[src/rtl/uart_tx_brk_pkg.sv]
package uart_tx_brk_pkg;
  typedef enum logic [1:0] {
    FK_DATA  = 2'd0,
    FK_IDLE  = 2'd1,
    FK_BREAK = 2'd2
  } frame_kind_e;
endpackage

[src/rtl/utx_hold.sv]
module utx_hold #(
  parameter int DW = 8
) (
  input  logic          clk,
  input  logic          rst_n,
  input  logic          wr,
  input  logic [DW-1:0] wr_data,
  input  logic          take,
  output logic          full,
  output logic [DW-1:0] data
);
  // wr only when empty, take only when full: never both in one cycle
  always_ff @(posedge clk) begin
    if (!rst_n) begin
      full <= 1'b0;
      data <= '0;
    end else begin
      if (take) full <= 1'b0;
      if (wr) begin
        full <= 1'b1;
        data <= wr_data;
      end
    end
  end
endmodule

[src/rtl/utx_seq.sv]
module utx_seq
  import uart_tx_brk_pkg::*;
(
  input  logic        clk,
  input  logic        rst_n,
  input  logic        tick,
  input  logic        tx_en,
  input  logic        brk_req,
  input  logic        hold_full,
  input  logic        acc,
  input  logic        busy,
  input  logic        last,
  output logic        start,
  output frame_kind_e kind,
  output logic        take,
  output logic        tc
);
  localparam int ARM_W = 2;
  localparam logic [ARM_W-1:0] ARM_LOAD = ARM_W'(2);

  logic en_q, brk_q, brk_pend, pre_pend;
  logic [ARM_W-1:0] arm;
  logic en_rise, brk_rise, slot, go;

  assign en_rise  = tx_en & ~en_q;
  assign brk_rise = brk_req & ~brk_q;
  assign slot     = tick & (~busy | last);
  // arm at 2 means the first tick after enable has not yet passed
  assign go       = slot & tx_en & (arm < ARM_LOAD) & ~en_rise;

  always_comb begin
    start = 1'b0;
    kind  = FK_DATA;
    if (go) begin
      if (brk_req | brk_pend) begin
        start = 1'b1;
        kind  = FK_BREAK;
      end else if (pre_pend) begin
        start = 1'b1;
        kind  = FK_IDLE;
      end else if (hold_full) begin
        start = 1'b1;
        kind  = FK_DATA;
      end
    end
  end

  assign take = start & (kind == FK_DATA);

  always_ff @(posedge clk) begin
    if (!rst_n) begin
      en_q     <= 1'b0;
      brk_q    <= 1'b0;
      brk_pend <= 1'b0;
      pre_pend <= 1'b0;
      arm      <= '0;
      tc       <= 1'b1;
    end else begin
      en_q  <= tx_en;
      brk_q <= brk_req;
      if (en_rise)                arm <= ARM_LOAD;
      else if (tick && arm != '0) arm <= arm - 1'b1;
      if (start && kind == FK_BREAK) brk_pend <= 1'b0;
      else if (brk_rise)             brk_pend <= 1'b1;
      if (start && kind == FK_IDLE)  pre_pend <= 1'b0;
      else if (en_rise)              pre_pend <= 1'b1;
      if (acc)                                      tc <= 1'b0;
      else if (tick && last && !start && !hold_full) tc <= 1'b1;
    end
  end
endmodule

[src/rtl/utx_shift.sv]
module utx_shift
  import uart_tx_brk_pkg::*;
#(
  parameter int DW = 8
) (
  input  logic          clk,
  input  logic          rst_n,
  input  logic          tick,
  input  logic          start,
  input  frame_kind_e   kind,
  input  logic [DW-1:0] data,
  output logic          busy,
  output logic          last,
  output logic          txd
);
  localparam int SR_W = DW + 3;
  localparam int CW   = $clog2(SR_W);
  localparam logic [CW-1:0] END_STD = CW'(DW + 1);
  localparam logic [CW-1:0] END_BRK = CW'(DW + 2);

  logic [SR_W-1:0] sr;
  logic [CW-1:0]   cnt, end_at;

  always_ff @(posedge clk) begin
    if (!rst_n) begin
      busy   <= 1'b0;
      sr     <= '1;
      cnt    <= '0;
      end_at <= '0;
    end else if (tick) begin
      if (start) begin
        busy <= 1'b1;
        cnt  <= '0;
        case (kind)
          FK_DATA: begin
            sr     <= {2'b11, data, 1'b0};
            end_at <= END_STD;
          end
          FK_IDLE: begin
            sr     <= '1;
            end_at <= END_STD;
          end
          default: begin
            sr     <= {1'b1, {(SR_W-1){1'b0}}};
            end_at <= END_BRK;
          end
        endcase
      end else if (last) begin
        busy <= 1'b0;
      end else if (busy) begin
        sr  <= {1'b1, sr[SR_W-1:1]};
        cnt <= cnt + 1'b1;
      end
    end
  end

  assign last = busy && (cnt == end_at);
  assign txd  = ~busy | sr[0];
endmodule

[src/rtl/uart_tx_brk.sv]
module uart_tx_brk
  import uart_tx_brk_pkg::*;
#(
  parameter int DW = 8
) (
  input  logic          clk,
  input  logic          rst_n,
  input  logic          bit_tick,
  input  logic          tx_en,
  input  logic          brk_req,
  input  logic          ie_empty,
  input  logic          ie_done,
  input  logic          in_valid,
  input  logic [DW-1:0] in_data,
  output logic          in_ready,
  output logic          txd,
  output logic          irq
);
  logic          hold_full, acc, take, start, sh_busy, sh_last, tc_flag;
  logic [DW-1:0] hold_data;
  frame_kind_e   kind;

  assign in_ready = ~hold_full;
  assign acc      = in_valid & in_ready;
  assign irq      = (ie_empty & ~hold_full) | (ie_done & tc_flag);

  utx_hold #(.DW(DW)) u_hold (
    .clk(clk), .rst_n(rst_n), .wr(acc), .wr_data(in_data), .take(take),
    .full(hold_full), .data(hold_data)
  );

  utx_seq u_seq (
    .clk(clk), .rst_n(rst_n), .tick(bit_tick), .tx_en(tx_en), .brk_req(brk_req),
    .hold_full(hold_full), .acc(acc), .busy(sh_busy), .last(sh_last),
    .start(start), .kind(kind), .take(take), .tc(tc_flag)
  );

  utx_shift #(.DW(DW)) u_shift (
    .clk(clk), .rst_n(rst_n), .tick(bit_tick), .start(start), .kind(kind),
    .data(hold_data), .busy(sh_busy), .last(sh_last), .txd(txd)
  );
endmodule

[config.mk]
export PLATFORM = sky130hd
export DESIGN_NAME = uart_tx_brk
export DESIGN_NICKNAME = d
export VERILOG_FILES = /design/src/rtl/uart_tx_brk_pkg.sv /design/src/rtl/utx_hold.sv /design/src/rtl/utx_seq.sv /design/src/rtl/utx_shift.sv /design/src/rtl/uart_tx_brk.sv
export SDC_FILE = /design/constraint.sdc
export NUM_CORES = 1
export LEC_CHECK = 0
export BUFFER_PORTS_ARGS = -buffer_cell sky130_fd_sc_hd__buf_2
export CAP_MARGIN = 40
export CORE_ASPECT_RATIO = 1.5
export CORE_MARGIN = 3
export CORE_UTILIZATION = 60
export CTS_CLUSTER_SIZE = 14
export DETAILED_ROUTE_END_ITERATION = 10
export GPL_TIMING_DRIVEN = 0
export PLACE_DENSITY = 0.82
export SYNTH_ARGS = -nofsm -noshare
export SYNTH_HDL_FRONTEND = slang
export SYNTH_SLANG_ARGS = --single-unit
[constraint.sdc]
create_clock -name clk -period 3.3 [get_ports clk]
set_input_delay 0.66 -clock clk [delete_from_list [all_inputs] [get_ports clk]]
set_output_delay 0.66 -clock clk [all_outputs]
set_load 0.05 [all_outputs]
==> metrics.cfg <==
[status]
status=finished, final reports clean

[clock_network]
cts_max_level=2
cts_resized=0
clk_pin_slew_ps=100
clockBufferDepth=2
cts_setup_buffers=0
cts-hold-fix-buffers=0
cts_buffers=5
clock_sinks=34
cts-root-buf=clkbuf_4
cts_tree=built
clk_latency_ps=340

[placement]
place_congestion=0.9093
dp_hpwl_mm=2.445
dp.cells=218
portBuffers=17

[floorplanning]
fp.dieW_microns=47.37
chipHeight_microns=68.05
placementRows=21
start_util_pct=65.86
dieArea_sq_mm=0.003224
top_level_ports=19
coreArea_sq_mm=0.002338

[layout]
antenna_cells=0
drive_above_1_share_pct=15.27
layout_commonest_cell=dfxtp_1
fin_util_pct=73.30
syn_to_final_growth_pct=11.29
regArea_sq_um=680.7
multi_input_area_sq_um=768.2
layout.nets=220
fillers=199
layout_common_cells=dfxtp_1 (34), nand2_1 (22), buf_2 (21)
layout.cells.non_filler=226

[drt]
drcViolationCount=0
routedWlPerCell_microns=15.11
drtIter0Drc=55
ant_nets=0
totalWireLength_mm=3.414
firstDrtPassIters=4
num_vias=1412
vias_per_cell=6.248

[logic_synthesis]
synth_area_per_cell_sq_um=8.653
yosys_warnings=0
synth-edff-count=0
synth-main-ff-cell=dfxtp_1
synthesis.nets=196
synth_cell_types=35
syn-cell-area_sq_mm=0.001540
ys_ff_latch=34
synth_cells=178
seq_area_frac_synth_pct=44.19
synthArstFlopShare_pct=0

[setup_path]
crit_end=irq
worst_ep_required_time_ps=2640
path_max_fanout=5
reg2regPathDepth=5
endpoint_kind=output pin
startpoint_type=register
crit_type=register to output pin
r2r-start=u_shift.cnt[3]$_SDFFE_PN0P_
reg2reg_slack_ps=1430
timing.rr.end=u_shift.sr[0]$_SDFFE_PN1P_
startpoint=u_hold.full$_SDFFE_PN0P_
crit_arrival_ps=1260

[global_route]
grt_max_degree=11
grt_usage_pct=24.64
grt_pass1_wl_mm=5.616
grt_overflow=0
antenna_found_initial=0
grt_pass1_vias=1330

[power_and_ir_drop]
leakagePower_nw=0.6790
power_density_mw_per_mm2=443.7
peakVddDrop_v=0.0003550
total_power_w=0.0007605

[sta]
period_share_pct=58.32
period_needed_ps=1925
finalHoldViolCount=0
max_freq_mhz=519.6
max-slew-margin-rel_pct=63.84
setup_viol=0
tns_ps=0
rsz0062_at_grt=false
drv_slew=0
finClkSkew_ps=7.584
worstMarginPinSlew_ps=540.5

[hold_path]
hp-class=register to register

[run]
maxCapViolations=0

## registers in the layout (all words and copies together), names as in the netlist
signal / flops
u_shift.sr: 10
u_hold.data: 8
u_shift.cnt: 4
u_shift.end_at: 3
u_seq.arm: 2
u_hold.full: 1
u_seq.brk_pend: 1
u_seq.brk_q: 1
u_seq.en_q: 1
u_seq.pre_pend: 1
u_seq.tc: 1
u_shift.busy: 1
## cell usage after synthesis, drive strengths merged, types with 2 or more instances
| cell type | count | area, sq um |
|---|---|---|
| nor2 | 3 | 11.26 |
| dfxtp | 34 | 680.7 |
| nand4 | 10 | 62.56 |
| o21a | 2 | 15.01 |
| a2bb2oi | 8 | 70.07 |
| xnor2 | 4 | 35.03 |
| a31oi | 6 | 37.54 |
| o22ai | 10 | 62.56 |
| or3 | 2 | 12.51 |
| o21ai | 6 | 30.03 |
| and2 | 4 | 25.02 |
| nand2b | 2 | 12.51 |
| and3 | 3 | 18.77 |
| ha | 2 | 25.02 |
| buf | 5 | 27.53 |
| nor2b | 3 | 18.77 |
| nand2 | 22 | 82.58 |
| xor2 | 3 | 26.28 |
| a21oi | 14 | 70.07 |
| inv | 10 | 37.54 |
| nand3 | 6 | 30.03 |
| clkbuf | 7 | 26.28 |
## how the worst min path moves through the flow
stage,start,end,cells after the start
after floorplan,u_shift.sr[0]$_SDFFE_PN1P_,u_shift.sr[0]$_SDFFE_PN1P_,1
after global routing,u_hold.data[7]$_SDFFE_PN0P_,u_hold.data[7]$_SDFFE_PN0P_,2
final,u_hold.data[7]$_SDFFE_PN0P_,u_hold.data[7]$_SDFFE_PN0P_,2
after CTS,u_hold.data[7]$_SDFFE_PN0P_,u_hold.data[7]$_SDFFE_PN0P_,2
after detailed placement,u_shift.sr[0]$_SDFFE_PN1P_,u_shift.sr[0]$_SDFFE_PN1P_,1
after global placement,u_shift.sr[0]$_SDFFE_PN1P_,u_shift.sr[0]$_SDFFE_PN1P_,1
## worst max-delay path: stages (launching register included)
cell and delay [ps]:
dfxtp_1 410, inv_1 100, a22o_1 210, buf_2 200
## power by group
part | switching (W) | internal [W] | total, W
logic | 0.0000490 | 0.0000336 | 0.0000826
registers | 0.0000110 | 0.000427 | 0.000438
clock network | 0.000136 | 0.000103 | 0.000240
total | 0.000196 | 0.000564 | 0.000761
## metal layers
metal	global-route usage (%)	wire length (microns)
met4	14.53	124
met2	40.10	1742
met5	0	0
met1	26.93	1366
met3	7.632	180
## cell type report
class / instances / share of cell area, %
Clock buffer: 7 / 3.212
Tap cell: 23 / 1.679
Inverter: 10 / 2.190
Timing Repair Buffer: 17 / 4.964
Multi-Input combinational cell: 122 / 44.82
Sequential cell: 34 / 39.71
Clock inverter: 1 / 0.2920
Buffer: 12 / 3.139
## per-stage QoR
stage	cell area, sq um	setup slack, ps	hold WS, ps
after detailed placement	1654	1100	446.9
after global routing	1714	1284	484.4
final	1714	1375	464.3
after CTS	1714	1374	464.7
after global placement	1654	1156	444.3
after floorplan	1540	1423	431.9
## logic make-up after synthesis
family,Yosys count,share of synthesized area [%]
and+or+nand+nor,61,20.96
AOI/OAI and AO/OA,51,22.67
DFF,34,44.19
buffers and inverters,22,5.931
xor gates and xnor gates,7,3.981
adders and majority gates,2,1.624
muxes,1,0.6499
No activity file was read; power rests on OpenSTA's default activity.
